## src/rtl/lrb_pkg.sv

```systemverilog
package lrb_pkg;
  localparam int STAT_RDY_BIT  = 0;
  localparam int STAT_BUSY_BIT = 2;
  localparam int STAT_LATE_BIT = 3;

  typedef struct packed {
    logic late;
    logic busy;
    logic rdy;
  } lrb_status_t;

  typedef enum logic [1:0] {
    SEL_NONE,
    SEL_FAST,
    SEL_SLOW,
    SEL_BRIDGE
  } lrb_region_e;
endpackage

```

## src/rtl/lrb_decode.sv

```systemverilog
module lrb_decode
  import lrb_pkg::*;
#(
  parameter int          ADDR_W     = 32,
  parameter int          WORD_BYTES = 4,
  parameter int          SEL_LSB    = 16,
  parameter logic [31:0] BUS_OFFSET = 32'h0000_8000,
  parameter logic [31:0] SLOW_SEL   = 32'h3,
  parameter logic [31:0] STAT_ADDR  = 32'hD0,
  parameter logic [31:0] RDAT_ADDR  = 32'hD8,
  localparam int         LSB_W      = $clog2(WORD_BYTES)
) (
  input  logic [ADDR_W-1:0] bus_addr_i,
  output logic [ADDR_W-1:0] int_addr_o,
  output lrb_region_e       region_o,
  output logic              slow_lsb_o,
  output logic              is_stat_o,
  output logic              is_rdat_o,
  output logic [LSB_W-1:0]  rdat_idx_o,
  output logic              rdat_last_o
);
  localparam int SEL_W = ADDR_W - SEL_LSB;
  localparam logic [ADDR_W-1:0] OFS  = BUS_OFFSET[ADDR_W-1:0];
  localparam logic [ADDR_W-1:0] STAT = STAT_ADDR[ADDR_W-1:0];
  localparam logic [ADDR_W-1:0] RDAT = RDAT_ADDR[ADDR_W-1:0];
  localparam logic [SEL_W-1:0]  SSEL = SLOW_SEL[SEL_W-1:0];

  logic in_bridge;

  always_comb begin
    in_bridge  = bus_addr_i < OFS;
    int_addr_o = bus_addr_i - OFS;
    if (in_bridge)                                 region_o = SEL_BRIDGE;
    else if (int_addr_o[ADDR_W-1:SEL_LSB] == SSEL) region_o = SEL_SLOW;
    else                                           region_o = SEL_FAST;
    slow_lsb_o  = (region_o == SEL_SLOW) && (int_addr_o[LSB_W-1:0] == '0);
    is_stat_o   = in_bridge && (bus_addr_i == STAT);
    is_rdat_o   = in_bridge && (bus_addr_i[ADDR_W-1:LSB_W] == RDAT[ADDR_W-1:LSB_W]);
    rdat_idx_o  = bus_addr_i[LSB_W-1:0];
    rdat_last_o = is_rdat_o && (rdat_idx_o == LSB_W'(WORD_BYTES - 1));
  end
endmodule

```

## src/rtl/lrb_fetch.sv

```systemverilog
module lrb_fetch
  import lrb_pkg::*;
#(
  parameter int ADDR_W     = 32,
  parameter int WORD_BYTES = 4,
  parameter int BYTE_W     = 8,
  localparam int WORD_W    = WORD_BYTES * BYTE_W,
  localparam int LSB_W     = $clog2(WORD_BYTES)
) (
  input  logic              clk_i,
  input  logic              rst_ni,
  input  logic              launch_i,
  input  logic [ADDR_W-1:0] launch_addr_i,
  input  logic              rd_last_i,
  input  logic              mem_ack_i,
  input  logic [WORD_W-1:0] mem_rdata_i,
  output logic              mem_req_o,
  output logic [ADDR_W-1:0] mem_addr_o,
  output lrb_status_t       status_o,
  output logic [WORD_W-1:0] hold_o
);
  logic rdy_q, busy_q, late_q;
  logic accept, done;

  assign accept = launch_i && !busy_q;
  assign done   = busy_q && mem_ack_i;

  always_ff @(posedge clk_i or negedge rst_ni) begin
    if (!rst_ni) begin
      rdy_q      <= 1'b0;
      busy_q     <= 1'b0;
      late_q     <= 1'b0;
      mem_addr_o <= '0;
      hold_o     <= '0;
    end else begin
      if (accept) begin
        busy_q     <= 1'b1;
        rdy_q      <= 1'b0;
        late_q     <= 1'b0;
        mem_addr_o <= {launch_addr_i[ADDR_W-1:LSB_W], {LSB_W{1'b0}}};
      end else if (done) begin
        busy_q <= 1'b0;
        rdy_q  <= 1'b1;
        hold_o <= mem_rdata_i;
      end else if (rd_last_i) begin
        rdy_q <= 1'b0;
      end
      if (launch_i && busy_q) late_q <= 1'b1;
    end
  end

  assign mem_req_o = busy_q;
  assign status_o  = '{late: late_q, busy: busy_q, rdy: rdy_q};

  a_r4_req_held: assert property (@(posedge clk_i) disable iff (!rst_ni)
    mem_req_o && !mem_ack_i |=> mem_req_o && $stable(mem_addr_o));
  a_r5_ack_completes: assert property (@(posedge clk_i) disable iff (!rst_ni)
    mem_req_o && mem_ack_i |=> status_o.rdy && !mem_req_o);
  a_r7_last_clears: assert property (@(posedge clk_i) disable iff (!rst_ni)
    rd_last_i && !(mem_req_o && mem_ack_i) |=> !status_o.rdy);
  a_r8_launch_clears_rdy: assert property (@(posedge clk_i) disable iff (!rst_ni)
    launch_i && !mem_req_o |=> !status_o.rdy && mem_req_o);
  a_r8_rdy_busy_excl: assert property (@(posedge clk_i) disable iff (!rst_ni)
    !(status_o.rdy && status_o.busy));
  a_r9_busy_marks_late: assert property (@(posedge clk_i) disable iff (!rst_ni)
    launch_i && mem_req_o |=> status_o.late && $stable(mem_addr_o));
endmodule

```

## src/rtl/late_read_bridge.sv

```systemverilog
module late_read_bridge
  import lrb_pkg::*;
#(
  parameter int          ADDR_W     = 32,
  parameter int          BYTE_W     = 8,
  parameter int          WORD_BYTES = 4,
  parameter int          SEL_LSB    = 16,
  parameter logic [31:0] BUS_OFFSET = 32'h0000_8000,
  parameter logic [31:0] SLOW_SEL   = 32'h3,
  parameter logic [31:0] STAT_ADDR  = 32'hD0,
  parameter logic [31:0] RDAT_ADDR  = 32'hD8,
  localparam int         WORD_W     = WORD_BYTES * BYTE_W,
  localparam int         LSB_W      = $clog2(WORD_BYTES)
) (
  input  logic              clk_i,
  input  logic              rst_ni,
  input  logic              bus_rd_i,
  input  logic              bus_wr_i,
  input  logic [ADDR_W-1:0] bus_addr_i,
  input  logic [BYTE_W-1:0] bus_wdata_i,
  output logic [BYTE_W-1:0] bus_rdata_o,
  output logic              fast_rd_o,
  output logic              fast_wr_o,
  output logic [ADDR_W-1:0] fast_addr_o,
  output logic [BYTE_W-1:0] fast_wdata_o,
  input  logic [BYTE_W-1:0] fast_rdata_i,
  output logic              mem_req_o,
  output logic [ADDR_W-1:0] mem_addr_o,
  input  logic              mem_ack_i,
  input  logic [WORD_W-1:0] mem_rdata_i
);
  logic [ADDR_W-1:0] int_addr;
  lrb_region_e       region;
  logic              slow_lsb, is_stat, is_rdat, rdat_last;
  logic [LSB_W-1:0]  rdat_idx;
  lrb_status_t       status;
  logic [WORD_W-1:0] hold;
  logic [BYTE_W-1:0] hold_byte [WORD_BYTES];
  logic [BYTE_W-1:0] stat_byte;

  lrb_decode #(
    .ADDR_W(ADDR_W), .WORD_BYTES(WORD_BYTES), .SEL_LSB(SEL_LSB),
    .BUS_OFFSET(BUS_OFFSET), .SLOW_SEL(SLOW_SEL),
    .STAT_ADDR(STAT_ADDR), .RDAT_ADDR(RDAT_ADDR)
  ) u_decode (
    .bus_addr_i (bus_addr_i),
    .int_addr_o (int_addr),
    .region_o   (region),
    .slow_lsb_o (slow_lsb),
    .is_stat_o  (is_stat),
    .is_rdat_o  (is_rdat),
    .rdat_idx_o (rdat_idx),
    .rdat_last_o(rdat_last)
  );

  lrb_fetch #(
    .ADDR_W(ADDR_W), .WORD_BYTES(WORD_BYTES), .BYTE_W(BYTE_W)
  ) u_fetch (
    .clk_i        (clk_i),
    .rst_ni       (rst_ni),
    .launch_i     (bus_rd_i && slow_lsb),
    .launch_addr_i(int_addr),
    .rd_last_i    (bus_rd_i && rdat_last),
    .mem_ack_i    (mem_ack_i),
    .mem_rdata_i  (mem_rdata_i),
    .mem_req_o    (mem_req_o),
    .mem_addr_o   (mem_addr_o),
    .status_o     (status),
    .hold_o       (hold)
  );

  for (genvar k = 0; k < WORD_BYTES; k++) begin : g_lane
    assign hold_byte[k] = hold[k*BYTE_W +: BYTE_W];
  end

  always_comb begin
    stat_byte                = '0;
    stat_byte[STAT_RDY_BIT]  = status.rdy;
    stat_byte[STAT_BUSY_BIT] = status.busy;
    stat_byte[STAT_LATE_BIT] = status.late;
  end

  assign fast_rd_o    = bus_rd_i && (region == SEL_FAST);
  assign fast_wr_o    = bus_wr_i && (region == SEL_FAST);
  assign fast_addr_o  = int_addr;
  assign fast_wdata_o = bus_wdata_i;

  always_comb begin
    bus_rdata_o = '0;
    if (region == SEL_FAST)  bus_rdata_o = fast_rdata_i;
    else if (is_stat)        bus_rdata_o = stat_byte;
    else if (is_rdat)        bus_rdata_o = hold_byte[rdat_idx];
  end

  a_r10_slow_no_fast: assert property (@(posedge clk_i) disable iff (!rst_ni)
    (region == SEL_SLOW) |-> !fast_rd_o && !fast_wr_o);
  a_r2_fast_same_cycle: assert property (@(posedge clk_i) disable iff (!rst_ni)
    fast_rd_o |-> bus_rdata_o == fast_rdata_i);
endmodule

```

## config.mk

```make
export PLATFORM = sky130hd
export DESIGN_NAME = late_read_bridge
export DESIGN_NICKNAME = d
export VERILOG_FILES = /design/src/rtl/lrb_pkg.sv /design/src/rtl/lrb_decode.sv /design/src/rtl/lrb_fetch.sv /design/src/rtl/late_read_bridge.sv
export SDC_FILE = /design/constraint.sdc
export NUM_CORES = 1
export LEC_CHECK = 0
export ABC_AREA = 0
export BUFFER_PORTS_ARGS = -buffer_cell sky130_fd_sc_hd__buf_2
export CAP_MARGIN = 25
export CORE_MARGIN = 2
export CORE_UTILIZATION = 45
export CTS_BUF_LIST = sky130_fd_sc_hd__clkbuf_4 sky130_fd_sc_hd__clkbuf_8
export CTS_CLUSTER_DIAMETER = 80
export CTS_CLUSTER_SIZE = 14
export DETAILED_ROUTE_END_ITERATION = 16
export PLACE_DENSITY = 0.78
export SYNTH_ARGS = -nofsm -noshare
export SYNTH_HDL_FRONTEND = slang
export SYNTH_SLANG_ARGS = --single-unit
export TNS_END_PERCENT = 20
```

## constraint.sdc

```tcl
create_clock -name clk_i -period 7.97 [get_ports clk_i]
set_input_delay 1.9925 -clock clk_i [delete_from_list [all_inputs] [get_ports clk_i]]
set_output_delay 1.9925 -clock clk_i [all_outputs]
set_load 0.05 [all_outputs]
```

==> reports/qor.yml, run 1 <==
ys_warn_count: 0
holdBufCountCts: 0
critPathSlowestCell: "or4b_2"
hold_ws_ns: 0.474
port-buffer-count: 149
grt_pass1_vias: 2833
syn_avg_cell_area_um2: 11.7
n_fill_cell: 686
crit_fanout: 7
yosysSeqAreaShare: 0.469
dp_cells: 513
grt.total_usage: 0.205
slew_headroom: 0.469
synthXorXnorAreaFrac: 0.0252
crit_family: "simple AND/OR/NAND/NOR gates"
fin_cells: 529
post_cts_buffers: 0
synth_compound_area_frac: 0.0508
cp-start-kind: "input port"
synth_area_um2: 3470
yosys-mux-area-fraction: 0.204
nNetsFinal: 508
fin_crit_ns: 6.84
synthAdderAreaFrac: 0.00360
power_density_nw_per_um2: 180
finalSetupTns_ns: 0
drcViolationCount: 0
wl_mm: 8.28
grt_pass1_wl_mm: 13.6
cts_tree: "built"
dp_hpwl_mm: 6.27
path_cells: "buf_2 > inv_1 > ha_1 > or4b_2 > nor4_2 > xor2_1 > a31oi_1 > a31oi_2 > a22o_1 > buf_2"
maxCapViolations: 0
vdd_drop_max_mv: 0.118
power.leakage_nw: 2.29
first_pass_iters: 4
worstPathRequired_ns: 5.98
grt_setup_unrepaired: "false"
arrival_ns: 4.85
setup_viol: 0
vias_per_cell: 5.16
yosys.area_share.simple: 0.160
slowest_delay_ns: 0.64
async_reset_ff_frac: 1.00
numCtsBuffers: 9
status: "complete, no violations"
tightest_slew_ns: 0.797
antenna_found_initial: 0
io_pins: 168
cts_resized: 0
ant_nets: 0
ys_seq_elements: 65
core_um2: 7610
multiInputGateArea_um2: 1550
drtIter0Drc: 73
vias: 2729
drive_gt1_frac: 0.511
reg2reg_slack_ns: 6.22
fp.dieH_um: 91.8
gp_congestion: 0.816
holdCritPathClass: "reg -> reg"
antennaDiodeCount: 0
finalHoldViolCount: 0
synth_edf_count: 0
area_growth_pct: 24.3
clk_pin_slew_ns: 0.07
die-area_um2: 8430
postSynthCellCount: 297
cts.sinks: 65
htreeDepth: 3
grt_max_degree: 66
clk_latency_ns: 0.33
max_clock_freq_mhz: 146
crit_type: "in -> out"
endpoint_kind: "output pin"
fin_skew_ns: 0.00735
cts_max_path_buffers: 2
ys_types: 42
finalMaxSlewViolations: 0
fp.dieW_um: 91.8
gr-total-overflow: 0
wl_per_cell_um: 15.6
register_area_um2: 1630
rows: 32
synth_top_family_by_area: "multiplexers"
synth_flop_cell: "dfrtp_1"
cts_root_buf: "clkbuf_8"
cp_common_cell: "buf_2"
initial_core_util: 0.456
post-route-period-util: 0.859
path_buf_inv: 3
synth_stat cells, types with 5 or more instances:
cell / n / share of area
nand3_1: 6 / 0.0087
a22o_1: 5 / 0.013
mux2_2: 35 / 0.11
xnor2_1: 6 / 0.015
nor2_1: 8 / 0.0087
or4_1: 5 / 0.011
mux2_1: 12 / 0.039
nand4_1: 5 / 0.0090
nand2_1: 19 / 0.021
clkbuf_1: 5 / 0.0054
and2_1: 16 / 0.029
dfrtp_1: 65 / 0.47
or3_1: 6 / 0.011
nor3_1: 7 / 0.010
mux4_2: 8 / 0.052
o21ai_0: 12 / 0.017
buf_4: 26 / 0.056
inv_1: 11 / 0.012
flip-flops by register name (all words and copies together) (netlist names):
register / cells
u_fetch.rdy_q: 1
u_fetch.mem_addr_o: 30
u_fetch.hold_o: 32
u_fetch.mem_req_o: 1
u_fetch.late_q: 1
path summary, 6_finish.rpt:
path | start | to | cells after the start
min in group asynchronous | rst_ni | u_fetch.mem_addr_o[19] | 2
worst min-delay path | u_fetch.mem_addr_o[17] | u_fetch.mem_addr_o[17] | 1
worst max-delay path | bus_addr_i[15] | bus_rdata_o[7] | 10
max in group asynchronous | rst_ni | u_fetch.mem_addr_o[2] | 2
worst max register to register | u_fetch.mem_req_o | u_fetch.mem_addr_o[15] | 4
worst min register to register | u_fetch.mem_addr_o[17] | u_fetch.mem_addr_o[17] | 1
kinds of logic after synthesis:
| group | after synthesis |
|---|---|
| XOR/XNOR | 10 |
| adder cells (fa/ha/maj) | 1 |
| AND/OR/NAND/NOR | 92 |
| other | 1 |
| buffers and inverters | 49 |
| multiplexers | 55 |
| AO/OA/AOI/OAI | 24 |
| flip-flops | 65 |
per-stage QoR:
stage / instance area (um^2) / setup WS (ns) / util / power, mW
CTS: 4320 / 1.13 / 0.567 / 0.788
floorplan: 3470 / 0.0951 / - / 0.460
detailed placement: 4110 / 1.15 / 0.540 / 0.493
global placement: 4110 / 1.25 / 0.540 / 0.490
global route: 4320 / 0.881 / 0.567 / 0.817
finish: 4320 / 1.13 / 0.567 / 0.776
cell usage in the layout, fill, tap and decap left out, types with 3 or more instances in the layout:
cell type	count
nor3b_1	3
dfrtp_1	65
mux4_2	8
mux2_2	35
mux2_1	12
nand2_1	19
nand3_1	6
xor2_1	4
clkbuf_8	11
and2_1	16
or4_1	5
nor2_1	8
buf_2	149
a22o_1	5
inv_1	11
o21ai_0	12
nand4_1	5
or3_1	6
nor3_1	7
xnor2_1	6
nor4_1	4
routing by layer:
layer / wire length, um / part of all wire / global-route usage / vias up
met4: 116 / 0.014 / 0.0759 / 0
li1: - / - / - / 1281
met1: 3420 / 0.41 / 0.252 / 1317
met2: 4030 / 0.49 / 0.343 / 117
met3: 715 / 0.086 / 0.0616 / 14
met5: 0 / 0 / 0 / -
report_power, final:
| group | switching [mW] | total [mW] | internal (mW) | leakage [nW] |
|---|---|---|---|---|
| Sequential | 0.00668 | 0.351 | 0.344 | 0.878 |
| Clock | 0.125 | 0.290 | 0.165 | 0.106 |
| Combinational | 0.0865 | 0.134 | 0.0478 | 1.30 |
| Total | 0.218 | 0.776 | 0.557 | 2.29 |
cell type report:
type                            instances  area share
Inverter                               11     0.00957
Clock inverter                          4      0.0119
Clock buffer                           12      0.0368
Sequential cell                        65       0.377
Multi-Input combinational cell        184       0.359
Timing Repair Buffer                  151       0.176
Tap cell                              102      0.0296
Note: power is estimated with default switching activity, not from simulation.
==> inputs of run 2 (changes only) <==
PLACE_DENSITY = 0.74   (was 0.78)
==> reports/qor.yml, run 2 (synthesis gave the netlist of run 1 again) <==
mostFrequentLayoutCell: "buf_2"  # unchanged
fin_area_um2: 4280  # was 4320 um^2
hold_depth: 1  # unchanged
cts.sinks: 65  # unchanged
nNetsFinal: 508  # unchanged
n_fill_cell: 688  # was 686
clk_latency_ns: 0.33  # about the same
maxCapViolations: 0  # unchanged
r2r_cells: 4  # unchanged
reg_top3: "u_fetch.hold_o x32, u_fetch.mem_addr_o x30"  # unchanged
ant_nets: 0  # unchanged
wl_per_cell_um: 15.6  # about the same
clk_pin_slew_ns: 0.07  # about the same
arrival_ns: 4.86  # was 4.85 ns
cts_max_path_buffers: 2  # unchanged
post_cts_buffers: 0  # unchanged
grt_max_degree: 66  # unchanged
crit_type: "in -> out"  # unchanged
fin_cells: 529  # unchanged
drive_gt1_frac: 0.511  # unchanged
fin_util: 0.562  # was 0.567
pre_cts_ws_ns: 1.15  # about the same
r2r-end: "u_fetch.mem_addr_o[14]"  # was u_fetch.mem_addr_o[15]
drtIter0Drc: 108  # was 73
vdd_drop_max_mv: 0.100  # was 0.118 mV
cts_root_buf: "clkbuf_8"  # unchanged
finalHoldViolCount: 0  # unchanged
fin_skew_ns: 0.00440  # was 0.00735 ns
grt_pass1_vias: 2632  # was 2833
layout_common_cells: "buf_2, dfrtp_1, mux2_2"  # unchanged
holdPathEnd: "u_fetch.mem_addr_o[16]"  # was u_fetch.mem_addr_o[17]
vias_per_cell: 5.15  # was 5.16
grt_pass1_wl_mm: 13.2  # was 13.6 mm
top_register: "u_fetch.hold_o"  # unchanged
gp_congestion: 0.960  # was 0.816
antennaDiodeCount: 0  # unchanged
core_um2: 7610  # unchanged
area_growth_pct: 23.2  # was 24.3%
register_area_um2: 1630  # unchanged
slowest_delay_ns: 0.65  # was 0.64 ns
antenna_found_initial: 0  # unchanged
grt.total_usage: 0.200  # was 0.205
max_clock_freq_mhz: 146  # about the same
die-area_um2: 8430  # unchanged
holdBufCountCts: 0  # unchanged
path_buf_inv: 3  # unchanged
finalMaxSlewViolations: 0  # unchanged
grt_setup_unrepaired: "false"  # unchanged
dp_hpwl_mm: 6.21  # was 6.27 mm
tightest_slew_ns: 0.802  # was 0.797 ns
fp.dieW_um: 91.8  # unchanged
min_from: "u_fetch.mem_addr_o[16]"  # was u_fetch.mem_addr_o[17]
first_pass_iters: 4  # unchanged
fin_crit_ns: 6.85  # was 6.84 ns
path_cells: "buf_2 > inv_1 > ha_1 > or4b_2 > nor4_2 > xor2_1 > a31oi_1 > a31oi_2 > a22o_1 > buf_2"  # unchanged
reg2reg_slack_ns: 6.22  # about the same
cts_tree: "built"  # unchanged
dp_cells: 513  # unchanged
cts_resized: 0  # unchanged
status: "complete, no violations"  # unchanged
cp-start-kind: "input port"  # unchanged
wl_mm: 8.26  # was 8.28 mm
power_density_nw_per_um2: 169  # was 180 nW/um^2
vias: 2724  # was 2729
critPathSlowestCell: "or4b_2"  # unchanged
drcViolationCount: 0  # unchanged
post_dp_cell_area_um2: 4110  # unchanged
largest_register_ffs: 32  # unchanged
gr-total-overflow: 0  # unchanged
layout_setup_ws_ns: 1.12  # was 1.13 ns
endpoint_kind: "output pin"  # unchanged
rows: 32  # unchanged
finalSetupTns_ns: 0  # unchanged
io_pins: 168  # unchanged
crit_family: "simple AND/OR/NAND/NOR gates"  # unchanged
post-route-period-util: 0.859  # about the same
port-buffer-count: 149  # unchanged
holdCritPathClass: "reg -> reg"  # unchanged
multiInputGateArea_um2: 1550  # unchanged
cp_common_cell: "buf_2"  # unchanged
fp.dieH_um: 91.8  # unchanged
worstPathRequired_ns: 5.98  # about the same
hold_ws_ns: 0.465  # was 0.474 ns
crit_fanout: 7  # unchanged
numCtsBuffers: 9  # unchanged
power_mw: 0.725  # was 0.776 mW
htreeDepth: 3  # unchanged
slew_headroom: 0.465  # was 0.469
initial_core_util: 0.456  # unchanged
r2r_start: "u_fetch.mem_req_o"  # unchanged
setup_viol: 0  # unchanged
power.leakage_nw: 2.27  # was 2.29 nW
==> run 2: cell count changes in the layout (fill, tap and decap cells not counted), sizes merged <==
cell      delta
bufinv       -1
clkbuf       -3
clkinv       +3
clkinvlp     +1
==> run 2: how the worst max path moves through the flow <==
stage                               from        endpoint  slack [ns]  cells past startpoint
after floorplan           bus_addr_i[15]  bus_rdata_o[0]         0.1                      8
after global placement    bus_addr_i[15]  bus_rdata_o[4]        1.29                     10
after detailed placement  bus_addr_i[15]  bus_rdata_o[1]        1.15                     10
after CTS                 bus_addr_i[15]  bus_rdata_o[1]        1.14                     10
after global routing      bus_addr_i[15]  bus_rdata_o[7]        0.91                     10
final                     bus_addr_i[15]  bus_rdata_o[1]        1.12                     10
==> run 2: layout make-up <==
cell class                 count  area share
timing repair buffer         151       0.178
multi-input combinational    184       0.362
clock inverter                 7      0.0111
clock buffer                   9      0.0290
tap                          102      0.0298
inverter                      11     0.00965
sequential                    65       0.380
==> run 2: power by group <==
part / total [mW] / switching, mW / internal, mW
Sequential: 0.351 / 0.00686 / 0.344
Combinational: 0.135 / 0.0872 / 0.0478
Clock: 0.239 / 0.127 / 0.112
==> run 2: per-layer routing <==
| layer | wire (um) | vias to the layer above | GRT usage |
|---|---|---|---|
| li1 | - | 1281 | - |
| met1 | 3400 | 1304 | 0.260 |
| met3 | 736 | 11 | 0.0501 |
| met4 | 94 | 0 | 0.0796 |
| met2 | 4030 | 128 | 0.324 |
| met5 | 0 | - | 0 |
==> inputs of run 3 (changes only) <==
REMOVE_ABC_BUFFERS = 1   (was not set)
SYNTH_HIERARCHICAL = 1   (was not set)
==> reports/qor.yml, run 3 <==
syn_avg_cell_area_um2: 12.4  # was 11.7 um^2
htreeDepth: 3  # unchanged
port-buffer-count: 149  # unchanged
synth_flop_cell: "dfrtp_1"  # unchanged
grt_pass1_wl_mm: 12.8  # was 13.2 mm
clk_pin_slew_ns: 0.07  # about the same
tightest_slew_ns: 0.876  # was 0.802 ns
antenna_found_initial: 0  # unchanged
path_buf_inv: 3  # unchanged
post-route-period-util: 0.888  # was 0.859
setup_viol: 0  # unchanged
layout_common_cells: "buf_2, dfrtp_1, mux2_1"  # was buf_2, dfrtp_1, mux2_2
async_reset_ff_frac: 1.00  # unchanged
max_clock_freq_mhz: 141  # was 146 MHz
vias_per_cell: 5.23  # was 5.15
ys_types: 44  # was 42
clk_latency_ns: 0.34  # was 0.33 ns
mostFrequentLayoutCell: "buf_2"  # unchanged
holdCritPathClass: "reg -> reg"  # unchanged
power_density_nw_per_um2: 175  # was 169 nW/um^2
top_register: "u_fetch/hold_o"  # was u_fetch.hold_o
drive_gt1_frac: 0.493  # was 0.511
crit_type: "in -> out"  # unchanged
grt_setup_unrepaired: "false"  # unchanged
fp.dieW_um: 93.0  # was 91.8 um
fp.dieH_um: 93.0  # was 91.8 um
gr-total-overflow: 0  # unchanged
synth_edf_count: 0  # unchanged
pre_cts_ws_ns: 0.957  # was 1.15 ns
post_dp_cell_area_um2: 4150  # was 4110 um^2
layout_setup_ws_ns: 0.895  # was 1.12 ns
numCtsBuffers: 9  # unchanged
critPathSlowestCell: "ha_1"  # was or4b_2
gp_congestion: 0.830  # was 0.960
grt_pass1_vias: 2660  # was 2632
io_pins: 168  # unchanged
crit_fanout: 13  # was 7
grt.total_usage: 0.191  # was 0.200
antennaDiodeCount: 0  # unchanged
vias: 2690  # was 2724
endpoint_kind: "output pin"  # unchanged
synth_top_cell_area_share: 0.457  # was 0.469
ant_nets: 0  # unchanged
maxCapViolations: 0  # unchanged
wl_mm: 8.05  # was 8.26 mm
fin_util: 0.569  # was 0.562
ys_warn_count: 6  # was 0
drcViolationCount: 0  # unchanged
cts_root_buf: "clkbuf_8"  # unchanged
yosysSeqAreaShare: 0.457  # was 0.469
finalSetupTns_ns: 0  # unchanged
cp_common_cell: "buf_2"  # unchanged
ys_seq_elements: 65  # unchanged
core_um2: 7690  # was 7610 um^2
synth_area_leaders: "dfrtp_1, mux2_1, mux2_2"  # was dfrtp_1, mux2_2, buf_4
arrival_ns: 5.08  # was 4.86 ns
synth_area_um2: 3560  # was 3470 um^2
worstPathRequired_ns: 5.98  # about the same
slew_headroom: 0.415  # was 0.465
fin_skew_ns: 0.00994  # was 0.00440 ns
hold_ws_ns: 0.484  # was 0.465 ns
synth_commonest_cells: "dfrtp_1, buf_4, mux2_1"  # was dfrtp_1, mux2_2, buf_4
fin_crit_ns: 7.08  # was 6.85 ns
grt_max_degree: 66  # unchanged
drtIter0Drc: 92  # was 108
crit_family: "simple AND/OR/NAND/NOR gates"  # unchanged
reg_top3: "u_fetch/hold_o x32, u_fetch/mem_addr_o x30"  # was u_fetch.hold_o x32, u_fetch.mem_addr_o x30
status: "complete, no violations"  # unchanged
area_growth_pct: 22.9  # was 23.2%
yosys.area.top_type: "dfrtp_1"  # unchanged
reg2reg_slack_ns: 6.20  # was 6.22 ns
yosysMostFrequentCell: "dfrtp_1"  # unchanged
finalHoldViolCount: 0  # unchanged
cts_resized: 0  # unchanged
slowest_delay_ns: 0.44  # was 0.65 ns
power.leakage_nw: 2.41  # was 2.27 nW
wl_per_cell_um: 15.7  # was 15.6 um
cp-start-kind: "input port"  # unchanged
postSynthCellCount: 288  # was 297
path_cells: "buf_2 > inv_1 > ha_1 > nor3b_1 > xor2_1 > or4_1 > nor4_1 > nand4_1 > nand2_1 > nand2b_1 > and2_1 > a22o_1 > buf_2"  # was buf_2 > inv_1 > ha_1 > or4b_2 > nor4_2 > xor2_1 > a31oi_1 > a31oi_2 > a22o_1 > buf_2
cts_max_path_buffers: 2  # unchanged
rows: 32  # unchanged
holdBufCountCts: 0  # unchanged
nNetsFinal: 493  # was 508
post_cts_buffers: 0  # unchanged
largest_register_ffs: 32  # unchanged
cts.sinks: 65  # unchanged
vdd_drop_max_mv: 0.211  # was 0.100 mV
initial_core_util: 0.463  # was 0.456
fin_area_um2: 4380  # was 4280 um^2
cts_tree: "built"  # unchanged
finalMaxSlewViolations: 0  # unchanged
first_pass_iters: 4  # unchanged
die-area_um2: 8640  # was 8430 um^2
dp_hpwl_mm: 6.12  # was 6.21 mm
[run 3: cell types whose count changed after synthesis, moves of 6 or more]
cell	previous run	this run
mux2_1	12	32
o21ai_0	12	1
and2_1	16	5
nor2_1	8	14
inv_1	11	5
buf_4	26	33
nand2_1	19	7
[run 3: power by group]
| part | internal, mW | switching, mW | leakage, nW |
|---|---|---|---|
| Sequential | 0.330 | 0.0000168 | 0.909 |
| Clock | 0.191 | 0.135 | 0.114 |
| Combinational | 0.0312 | 0.0802 | 1.39 |
[run 3: path summary, 6_finish.rpt]
check | start | endpoint | cells after the start
max | bus_addr_i[15] | bus_rdata_o[4] | 13
min | u_fetch/mem_addr_o[29] | u_fetch/mem_addr_o[29] | 1
min in group asynchronous | rst_ni | u_fetch/hold_o[0] | 2
max reg2reg | u_fetch/mem_req_o | u_fetch/mem_addr_o[13] | 2
max in group asynchronous | rst_ni | u_fetch/mem_addr_o[19] | 2
min reg2reg | u_fetch/mem_addr_o[29] | u_fetch/mem_addr_o[29] | 1
[run 3: logic make-up (layout without fill, tap and decap cells)]
group | Yosys count | in the layout | share of synthesized area
muxes | 71 | 71 | 0.255
buffers and inverters | 48 | 171 | 0.0907
DFF | 65 | 65 | 0.457
xor gates and xnor gates | 16 | 16 | 0.0394
other | 1 | 2 | 0.00105
AOI/OAI and AO/OA | 19 | 19 | 0.0429
adders and majority gates | 1 | 1 | 0.00351
and+or+nand+nor | 67 | 67 | 0.111
[run 3: cell type report]
cell class / count / area, um^2
Sequential cell: 65 / 1630
Inverter: 5 / 18.8
Clock inverter: 5 / 85.1
Tap cell: 102 / 128
Fill cell: 684 / 3310
Multi-Input combinational cell: 176 / 1620
Clock buffer: 11 / 145
Timing Repair Buffer: 150 / 753
[run 3: through the flow]
| step | power (mW) | cells |
|---|---|---|
| 3_5_place_dp | 0.448 | 498 |
| 6_report | 0.767 | 514 |
| 2_1_floorplan | 0.385 | 246 |
| 4_1_cts | 0.775 | 514 |
| 5_1_grt | 0.795 | 514 |
| 3_3_place_gp | 0.447 | 498 |
[run 3: worst reg2reg max path: stages (launching register included)]
cell and delay (ns):
dfrtp_1 0.49, nor2b_4 0.73, mux2_2 0.44
[run 3: layer usage]
| metal | wire length, um | global-route usage |
|---|---|---|
| met5 | 0 | 0 |
| met1 | 3350 | 0.241 |
| met4 | 146 | 0.0699 |
| met2 | 4040 | 0.313 |
| met3 | 514 | 0.0545 |
